## config.mk

```make
export PLATFORM = sky130hd
export DESIGN_NAME = grp_gate_buf
export DESIGN_NICKNAME = d
export VERILOG_FILES = /design/src/rtl/grp_buf_pkg.sv /design/src/rtl/grp_size_reg.sv /design/src/rtl/grp_tracker.sv /design/src/rtl/grp_store.sv /design/src/rtl/grp_gate_buf.sv
export SDC_FILE = /design/constraint.sdc
export NUM_CORES = 1
export LEC_CHECK = 0
export ABC_CLOCK_PERIOD_IN_PS = 9400
export BUFFER_PORTS_ARGS = -buffer_cell sky130_fd_sc_hd__buf_2
export CAP_MARGIN = 10
export CORE_MARGIN = 1
export CORE_UTILIZATION = 66
export DETAILED_ROUTE_END_ITERATION = 10
export HOLD_SLACK_MARGIN = 0.03
export PLACE_DENSITY = 0.84
export SLEW_MARGIN = 20
export SYNTH_ARGS = -nofsm -noshare
export SYNTH_HDL_FRONTEND = slang
export SYNTH_SLANG_ARGS = --single-unit
```

## constraint.sdc

```tcl
create_clock -name clk -period 9.4 [get_ports clk]
set_input_delay 1.88 -clock clk [delete_from_list [all_inputs] [get_ports clk]]
set_output_delay 1.88 -clock clk [all_outputs]
set_load 0.02 [all_outputs]
```

## src/rtl/grp_buf_pkg.sv

```systemverilog
package grp_buf_pkg;
  // Outcome of a cycle for the group in progress
  typedef enum logic [1:0] {
    EV_NONE   = 2'd0,
    EV_COMMIT = 2'd1,
    EV_DROP   = 2'd2
  } grp_ev_e;
endpackage

```

## src/rtl/grp_size_reg.sv

```systemverilog
module grp_size_reg #(
  parameter int MAX_GRP  = 16,
  parameter int DEF_GRP  = 4,
  parameter int CFG_AW   = 8,
  parameter int CFG_DW   = 32,
  parameter int SET_ADDR = 4,
  localparam int GW      = $clog2(MAX_GRP + 1)
) (
  input  logic              clk,
  input  logic              rst,
  input  logic              cfg_we,
  input  logic [CFG_AW-1:0] cfg_addr,
  input  logic [CFG_DW-1:0] cfg_wdata,
  input  logic              grp_idle,
  output logic [GW-1:0]     n_use
);
  logic [GW-1:0] n_stage;
  logic [GW-1:0] n_act;
  logic          wr_ok;

  assign wr_ok = cfg_we && (cfg_addr == CFG_AW'(SET_ADDR)) &&
                 (cfg_wdata != '0) && (cfg_wdata <= CFG_DW'(MAX_GRP));

  // Staged value only takes over between groups
  assign n_use = grp_idle ? n_stage : n_act;

  always_ff @(posedge clk) begin
    if (rst) begin
      n_stage <= GW'(DEF_GRP);
      n_act   <= GW'(DEF_GRP);
    end else begin
      if (wr_ok) n_stage <= cfg_wdata[GW-1:0];
      n_act <= n_use;
    end
  end

  AST_N_RANGE: assert property (@(posedge clk) disable iff (rst)
    (n_use != '0) && (n_use <= GW'(MAX_GRP)));

  AST_N_HELD: assert property (@(posedge clk) disable iff (rst)
    !grp_idle |=> (n_act == $past(n_act)));
endmodule

```

## src/rtl/grp_tracker.sv

```systemverilog
module grp_tracker
  import grp_buf_pkg::*;
#(
  parameter int MAX_GRP = 16,
  localparam int GW     = $clog2(MAX_GRP + 1)
) (
  input  logic          clk,
  input  logic          rst,
  input  logic          clr,
  input  logic          flush,
  input  logic          accept,
  input  logic          mark,
  input  logic [GW-1:0] n_use,
  output grp_ev_e       ev,
  output logic          grp_idle
);
  logic [GW-1:0] cnt;
  logic          last_word;

  assign last_word = (cnt + GW'(1)) == n_use;
  assign grp_idle  = (cnt == '0);

  always_comb begin
    ev = EV_NONE;
    if (flush)           ev = EV_DROP;
    else if (accept) begin
      if (last_word)     ev = EV_COMMIT;
      else if (mark)     ev = EV_DROP;
    end
  end

  always_ff @(posedge clk) begin
    if (rst || clr)            cnt <= '0;
    else if (ev != EV_NONE)    cnt <= '0;
    else if (accept)           cnt <= cnt + GW'(1);
  end

  AST_CNT_BELOW_N: assert property (@(posedge clk) disable iff (rst)
    cnt < n_use);
endmodule

```

## src/rtl/grp_store.sv

```systemverilog
module grp_store #(
  parameter int EW    = 17,
  parameter int DEPTH = 32,
  localparam int PW   = $clog2(DEPTH)
) (
  input  logic          clk,
  input  logic          we,
  input  logic [PW-1:0] waddr,
  input  logic [EW-1:0] wdata,
  input  logic [PW-1:0] raddr,
  output logic [EW-1:0] rdata
);
  logic [EW-1:0] mem [DEPTH];

  always_ff @(posedge clk) begin
    if (we) mem[waddr] <= wdata;
  end

  assign rdata = mem[raddr];
endmodule

```

## src/rtl/grp_gate_buf.sv

```systemverilog
module grp_gate_buf
  import grp_buf_pkg::*;
#(
  parameter int DW       = 16,
  parameter int MAX_GRP  = 16,
  parameter int DEF_GRP  = 4,
  parameter int CFG_AW   = 8,
  parameter int CFG_DW   = 32,
  parameter int SET_ADDR = 4
) (
  input  logic              clk,
  input  logic              rst,
  input  logic              clr,
  input  logic              flush,
  input  logic              cfg_we,
  input  logic [CFG_AW-1:0] cfg_addr,
  input  logic [CFG_DW-1:0] cfg_wdata,
  input  logic              in_valid,
  output logic              in_ready,
  input  logic [DW-1:0]     in_data,
  input  logic              in_pend,
  input  logic              in_mark,
  output logic              out_valid,
  input  logic              out_ready,
  output logic [DW-1:0]     out_data,
  output logic              out_pend
);
  localparam int GW    = $clog2(MAX_GRP + 1);
  localparam int DEPTH = 2 ** $clog2(2 * MAX_GRP);
  localparam int PW    = $clog2(DEPTH);
  localparam int EW    = DW + 1;

  logic [PW:0]   wr_ptr, cmt_ptr, rd_ptr;
  logic [PW:0]   used;
  logic          accept, take, grp_idle;
  logic [GW-1:0] n_use;
  logic [EW-1:0] rd_word;
  grp_ev_e       ev;

  assign used      = wr_ptr - rd_ptr;
  assign in_ready  = (used != (PW+1)'(DEPTH));
  assign accept    = in_valid && in_ready;
  assign out_valid = (rd_ptr != cmt_ptr);
  assign take      = out_valid && out_ready;
  assign {out_pend, out_data} = rd_word;

  grp_size_reg #(
    .MAX_GRP(MAX_GRP), .DEF_GRP(DEF_GRP), .CFG_AW(CFG_AW),
    .CFG_DW(CFG_DW), .SET_ADDR(SET_ADDR)
  ) u_size (
    .clk(clk), .rst(rst), .cfg_we(cfg_we), .cfg_addr(cfg_addr),
    .cfg_wdata(cfg_wdata), .grp_idle(grp_idle), .n_use(n_use)
  );

  grp_tracker #(.MAX_GRP(MAX_GRP)) u_track (
    .clk(clk), .rst(rst), .clr(clr), .flush(flush), .accept(accept),
    .mark(in_mark), .n_use(n_use), .ev(ev), .grp_idle(grp_idle)
  );

  grp_store #(.EW(EW), .DEPTH(DEPTH)) u_store (
    .clk(clk), .we(accept), .waddr(wr_ptr[PW-1:0]),
    .wdata({in_pend, in_data}), .raddr(rd_ptr[PW-1:0]), .rdata(rd_word)
  );

  // Write side: advance on accept, roll back to the commit point on drop
  always_ff @(posedge clk) begin
    if (rst || clr) begin
      wr_ptr  <= '0;
      cmt_ptr <= '0;
    end else begin
      case (ev)
        EV_DROP:   wr_ptr <= cmt_ptr;
        EV_COMMIT: begin
          wr_ptr  <= wr_ptr + 1'b1;
          cmt_ptr <= wr_ptr + 1'b1;
        end
        default:   if (accept) wr_ptr <= wr_ptr + 1'b1;
      endcase
    end
  end

  // Read side: only committed words are visible
  always_ff @(posedge clk) begin
    if (rst || clr)  rd_ptr <= '0;
    else if (take)   rd_ptr <= rd_ptr + 1'b1;
  end

  AST_NO_OVERFLOW: assert property (@(posedge clk) disable iff (rst)
    used <= (PW+1)'(DEPTH));

  AST_READ_BEHIND_COMMIT: assert property (@(posedge clk) disable iff (rst)
    (cmt_ptr - rd_ptr) <= used);

  AST_COMMIT_STEP: assert property (@(posedge clk) disable iff (rst)
    (cmt_ptr != $past(cmt_ptr)) && !$past(clr) |->
      ((cmt_ptr - $past(cmt_ptr)) == (PW+1)'($past(n_use))));

  AST_FLUSH_ROLLBACK: assert property (@(posedge clk) disable iff (rst)
    flush |=> (wr_ptr == cmt_ptr));

  AST_CLR_EMPTY: assert property (@(posedge clk) disable iff (rst)
    clr |=> (!out_valid && in_ready));

  AST_OUT_HOLD: assert property (@(posedge clk) disable iff (rst)
    out_valid && !out_ready && !clr |=> out_valid && $stable(out_data) && $stable(out_pend));
endmodule

```

==> flow_metrics.env, run 1 <==
export IMPL_post_cts_buffers=0
export IMPL_drive_gt1_share_pct=34.9
export IMPL_post_drt_wl_per_cell_um=34.3
export IMPL_hp_class="reg2reg"
export IMPL_htree_levels=2
export IMPL_dp_hpwl_mm=27.9
export IMPL_diodes=0
export IMPL_dieArea_um2=35400
export IMPL_syn_area_per_cell_um2=21.6
export IMPL_netlist_area_um2=22900
export IMPL_grt_pass1_vias=12000
export IMPL_outcome="completed"
export IMPL_maxCapViolCount=0
export IMPL_crit_fanout=73
export IMPL_p_sw_mw=1.04
export IMPL_path_depth=5
export IMPL_dp_slack_ps=4090
export IMPL_required_ps=7520
export IMPL_clk_pin_slew_ps=60
export IMPL_fin_nets=1252
export IMPL_yosys_warnings=0
export IMPL_clkPwrFrac_pct=42.3
export IMPL_cts_hold_buf=0
export IMPL_max_freq_ghz=0.167
export IMPL_syn_num_nets=1134
export IMPL_ant_nets=0
export IMPL_grt_max_degree=109
export IMPL_synth_edf_count=544
export IMPL_worst_pin_slew_ps=1160
export IMPL_power_mw=5.10
export IMPL_place_gp_congestion=0.788
export IMPL_ctsResizeCount=0
export IMPL_die_x_um=188
export IMPL_cts_tree="yes"
export IMPL_layout_commonest_cell="edfxtp_1"
export IMPL_drv_slew=0
export IMPL_drtPass1Iterations=5
export IMPL_grt_antenna_before_repair=1
export IMPL_pwr_share_comb_pct=2.0
export IMPL_finalHoldViolCount=0
export IMPL_yosysTopAreaCell="edfxtp_1"
export IMPL_fin_ws_ps=3400
export IMPL_core_um2=33800
export IMPL_synth_cell_types=53
export IMPL_synthCells=1057
export IMPL_powerDensity_nw_per_um2=199
export IMPL_route_detailed_drc=0
export IMPL_fin_crit_ps=6000
export IMPL_setup_violations=0
export IMPL_path_buf_inv=2
export IMPL_insertion_delay_ps=590
export IMPL_ir_drop_uv=167
export IMPL_cp_data_arrival_time_ps=4120
export IMPL_io_pins=84
export IMPL_synthArstFlopShare_pct=0
export IMPL_viasPerCell=7.18
export IMPL_grt_use_total_pct=33.6
export IMPL_cp_end_kind="output port"
export IMPL_reg2reg_from="wr_ptr[2]$_SDFFE_PP0P_"
export IMPL_nFillCells=1570
export IMPL_overflow=0
export IMPL_internal_power_mw=4.06
export IMPL_rsz0062_at_grt="false"
export IMPL_final_cells=1668
export IMPL_via_count=12000
export IMPL_synthTopCellsByArea="edfxtp_1 (71%), mux4_2 (17%), dfxtp_1 (3.3%)"
export IMPL_hold_depth=2
export IMPL_area_growth_pct=12.2
export IMPL_dieHeight_um=188
export IMPL_grt_pass1_wl_mm=84.0
export IMPL_io_buffer_count=83
export IMPL_cp_start_kind="flop"
export IMPL_cts_made_buffers=55
export IMPL_path_cells="buf_4, mux4_2, mux4_2, mux2_2, buf_2"
export IMPL_r2r_end="u_store.mem[24][10]$_DFFE_PP_"
export IMPL_crit_path_frequent_cell="mux4_2"
export IMPL_crit_slowest_cell="dfxtp_4"
export IMPL_synth_top_area_share_pct=71.4
export IMPL_criticalPathCategory="reg2out"
export IMPL_floorplan_initialDensity_pct=67.7
export IMPL_reg2regPathDepth=7
export IMPL_root_buffer="clkbuf_16"
export IMPL_finalCritPeriodShare_pct=63.9
export IMPL_dp_cells=1566
export IMPL_cp_slowest_stage_delay_ps=1100
export IMPL_crit_end="out_data[1]"
export IMPL_synth_seq_area_share_pct=74.8
export IMPL_cts_path_max_buffers=3
export IMPL_pwr_share_seq_pct=55.7
export IMPL_clock_skew_ps=29.2
export IMPL_num_rows=67
export IMPL_p_leak_nw=7.96
export IMPL_synth_ff_type="edfxtp_1"
export IMPL_wirelength_mm=57.3
export IMPL_swShare_pct=20.4
export IMPL_tns_ps=0
export IMPL_slew_headroom_pct=22.7
export IMPL_mostFrequentLayoutCells="edfxtp_1 (544), mux4_2 (170), buf_2 (83), clkbuf_16 (57), nor2_1 (36)"
export IMPL_synth_seq_cells=582
export IMPL_whs_ps=496
export IMPL_drt_initial_drc_count=1649
export IMPL_reg2reg_slack_ps=5940
export IMPL_clock_sinks=582
export IMPL_cp_top_family="multiplexers"
==> cell usage after synthesis, types with 4 or more instances <==
cell type / number
xnor2_1: 14
a21oi_1: 7
and2_1: 4
mux4_2: 170
nor4_1: 9
buf_2: 5
xor2_1: 10
mux2i_1: 11
mux2_2: 17
nor3_1: 5
clkbuf_1: 32
dfxtp_1: 38
inv_1: 9
a31oi_1: 5
nand3_1: 12
nand3b_1: 4
edfxtp_1: 544
a211oi_1: 5
buf_1: 9
ha_1: 12
nand2_1: 22
nor2_1: 66
nand4_1: 4
==> cells by family after synthesis <==
family	after synthesis	synth area share, %
fa+ha+maj	12	0.657
simple gates	147	3.23
flops	582	74.8
mux	199	18.1
xor+xnor	25	0.990
compound gates	31	1.01
buf+inv	61	1.24
==> through the flow <==
step	area, µm²	utilization [%]
2_1_floorplan	22900	-
3_5_place_dp	23900	70.9
4_1_cts	25700	75.9
6_report	25700	75.9
3_3_place_gp	23900	70.8
5_1_grt	25700	75.9
==> worst min-delay path by stage <==
stage	start	end	slack (ps)
finish	u_size.n_stage[1]$_SDFFE_PP0P_	u_size.n_stage[1]$_SDFFE_PP0P_	500
detailed placement	u_size.n_stage[1]$_SDFFE_PP0P_	u_size.n_stage[1]$_SDFFE_PP0P_	480
global placement	u_size.n_stage[1]$_SDFFE_PP0P_	u_size.n_stage[1]$_SDFFE_PP0P_	480
CTS	u_size.n_stage[1]$_SDFFE_PP0P_	u_size.n_stage[1]$_SDFFE_PP0P_	500
global route	u_size.n_stage[1]$_SDFFE_PP0P_	u_size.n_stage[1]$_SDFFE_PP0P_	550
floorplan	u_size.n_stage[0]$_SDFFE_PP0P_	u_size.n_stage[0]$_SDFFE_PP0P_	460
==> flip-flops by register name, indices dropped and copies added (netlist names), named ones only <==
signal,count
u_store.mem,544
cmt_ptr,6
rd_ptr,6
wr_ptr,6
u_size.n_act,5
u_size.n_stage,5
u_track.cnt,5
==> area by class of cell <==
cell class | count | area, µm² | area share (%)
Clock inverter | 27 | 186 | 0.727
Tap cell | 448 | 561 | 2.18
Multi-Input combinational cell | 414 | 5590 | 21.8
Timing Repair Buffer | 113 | 653 | 2.55
Inverter | 9 | 33.8 | 0.132
Sequential cell | 582 | 17100 | 66.7
Clock buffer | 75 | 1520 | 5.94
==> power by group through the flow <==
stage / Clock, mW / Sequential [mW] / Combinational (mW)
final: 2.16 / 2.84 / 0.102
after global routing: 2.26 / 2.84 / 0.107
after CTS: 2.17 / 2.84 / 0.101
after detailed placement: 0 / 2.89 / 0.0978
after global placement: 0 / 2.89 / 0.0911
after floorplan: 0 / 2.89 / 0.0343
==> worst min-delay path, stage by stage, from the launching register on <==
cell     delay [ps]
dfxtp_1         320
mux2i_1          60
nor2_1           70
==> metal layers <==
| metal | routed length (µm) | global-route usage [%] | vias up |
|---|---|---|---|
| li1 | - | - | 4633 |
| met1 | 20700 | 46.4 | 6239 |
| met2 | 28700 | 54.9 | 962 |
| met3 | 5960 | 6.66 | 142 |
| met4 | 1890 | 11.1 | 2 |
| met5 | 15 | 0 | - |
(Power assumes the default switching activity.)
==> inputs of run 2 (changes only) <==
ABC_CLOCK_PERIOD_IN_PS = 5800   (was 9400)
CORE_UTILIZATION = 61   (was 66)
PLACE_DENSITY = 0.79   (was 0.84)
clock period = 5.8 ns   (was 9.4 ns; I/O delays follow)
==> flow_metrics.env, run 2 (synthesis gave the netlist of run 1 again) <==
export IMPL_rsz0062_at_grt="false"
export IMPL_die_x_um=196
export IMPL_fin_nets=1260
export IMPL_r2r_end="u_store.mem[25][15]$_DFFE_PP_"
export IMPL_clk_pin_slew_ps=60
export IMPL_multiInputGateArea_um2=5590
export IMPL_cp_data_arrival_time_ps=3530
export IMPL_hp_class="reg2reg"
export IMPL_cts_hold_buf=0
export IMPL_slew_headroom_pct=33.3
export IMPL_reg2reg_slack_ps=2240
export IMPL_tns_ps=0
export IMPL_criticalPathCategory="reg2out"
export IMPL_mostFrequentLayoutCells="edfxtp_1 (544), mux4_2 (170), buf_2 (83), clkbuf_16 (55)"
export IMPL_cts_path_max_buffers=3
export IMPL_ir_drop_uv=218
export IMPL_dieArea_um2=38300
export IMPL_core_um2=36800
export IMPL_drv_slew=0
export IMPL_drt_initial_drc_count=1377
export IMPL_worst_pin_slew_ps=998
export IMPL_num_rows=70
export IMPL_ant_nets=0
export IMPL_drive_gt1_share_pct=35.0
export IMPL_clock_sinks=582
export IMPL_cts_tree="yes"
export IMPL_grt_max_degree=64
export IMPL_finalCritPeriodShare_pct=80.9
export IMPL_min_from="u_size.n_stage[4]$_SDFFE_PP0P_"
export IMPL_wirelength_mm=53.7
export IMPL_ctsResizeCount=0
export IMPL_post_drt_wl_per_cell_um=31.7
export IMPL_grt_use_total_pct=29.1
export IMPL_io_buffer_count=83
export IMPL_cts_made_buffers=55
export IMPL_finalHoldViolCount=0
export IMPL_htree_levels=2
export IMPL_crit_fanout=39
export IMPL_dp_slack_ps=1730
export IMPL_grt_pass1_vias=11700
export IMPL_io_pins=84
export IMPL_clock_skew_ps=21.2
export IMPL_min_delay_worst_endpoint="u_size.n_stage[4]$_SDFFE_PP0P_"
export IMPL_reg2regPathDepth=8
export IMPL_fin_ws_ps=1110
export IMPL_reg2reg_from="wr_ptr[2]$_SDFFE_PP0P_"
export IMPL_p_leak_nw=8.04
export IMPL_floorplan_initialDensity_pct=62.2
export IMPL_diodes=0
export IMPL_post_cts_buffers=0
export IMPL_nFillCells=2123
export IMPL_place_gp_congestion=0.813
export IMPL_viasPerCell=6.77
export IMPL_fin_crit_ps=4690
export IMPL_grt_antenna_before_repair=4
export IMPL_hold_depth=2
export IMPL_largest_reg_flops=544
export IMPL_route_detailed_drc=0
export IMPL_layout_commonest_cell="edfxtp_1"
export IMPL_maxCapViolCount=0
export IMPL_area_growth_pct=13.2
export IMPL_grt_pass1_wl_mm=77.4
export IMPL_root_buffer="clkbuf_16"
export IMPL_dp_hpwl_mm=28.1
export IMPL_max_freq_ghz=0.213
export IMPL_top_register="u_store.mem"
export IMPL_via_count=11500
export IMPL_drtPass1Iterations=5
export IMPL_setup_violations=0
export IMPL_regArea_um2=17100
export IMPL_dieHeight_um=196
export IMPL_required_ps=4640
export IMPL_outcome="completed"
export IMPL_cp_end_kind="output port"
export IMPL_overflow=0
export IMPL_powerDensity_nw_per_um2=325
export IMPL_insertion_delay_ps=620
export IMPL_cp_start_kind="flop"
## run 2: changes by cell type in the layout (fill, tap and decap cells not counted), sizes merged
cell,delta
clkbuf,-3
buf,+8
clkinv,-3
inv,-1
bufinv,+6
## run 2: worst max-delay path: stages (launching register included)
cell and delay [ps]:
dfxtp_4 910, buf_12 370, mux4_2 580, mux4_2 540, mux2_2 310, buf_2 170
## run 2: final cells by class
class,instances,share of cell area (%)
clock buffer,72,5.68
clock inverter,29,1.36
inverter,9,0.130
multi-input combinational,414,21.6
sequential,582,66.1
tap,468,2.26
timing repair buffer,121,2.90
## run 2: worst max-delay path by stage
stage | end | slack (ps) | start
6_report | out_data[15] | 1110 | flop
5_1_grt | out_data[4] | 950 | flop
4_1_cts | out_data[15] | 1040 | flop
3_5_place_dp | out_data[11] | 1730 | flop
3_3_place_gp | out_data[11] | 1740 | flop
2_1_floorplan | out_data[0] | 2210 | flop
## run 2: per-stage QoR
| step | cells | util (%) | instance area [µm²] | total power [mW] | hold WS [ps] |
|---|---|---|---|---|---|
| after global placement | 1594 | 65.4 | 24100 | 4.84 | 490 |
| after detailed placement | 1594 | 65.4 | 24100 | 4.85 | 492 |
| final | 1695 | 70.4 | 25900 | 8.41 | 501 |
| after CTS | 1695 | 70.4 | 25900 | 8.45 | 506 |
| after floorplan | 1057 | - | 22900 | 4.75 | 460 |
| after global routing | 1695 | 70.4 | 25900 | 8.59 | 539 |
## run 2: per-layer routing
metal | vias up | part of all wire, % | track usage [%] | wire length, µm
met3 | 139 | 10 | 6.23 | 5400
met2 | 734 | 49 | 47.8 | 26500
met5 | - | 0.024 | 0 | 13
met4 | 2 | 3.9 | 11.1 | 2070
met1 | 5959 | 37 | 38.6 | 19700
li1 | 4648 | - | - | -
## run 2: where the power goes
part / internal, mW / switching, mW / leakage [nW]
clock: 2.13 / 1.52 / 0.883
sequential: 4.60 / 0.00406 / 5.21
combinational: 0.0472 / 0.111 / 1.94
total: 6.78 / 1.64 / 8.04
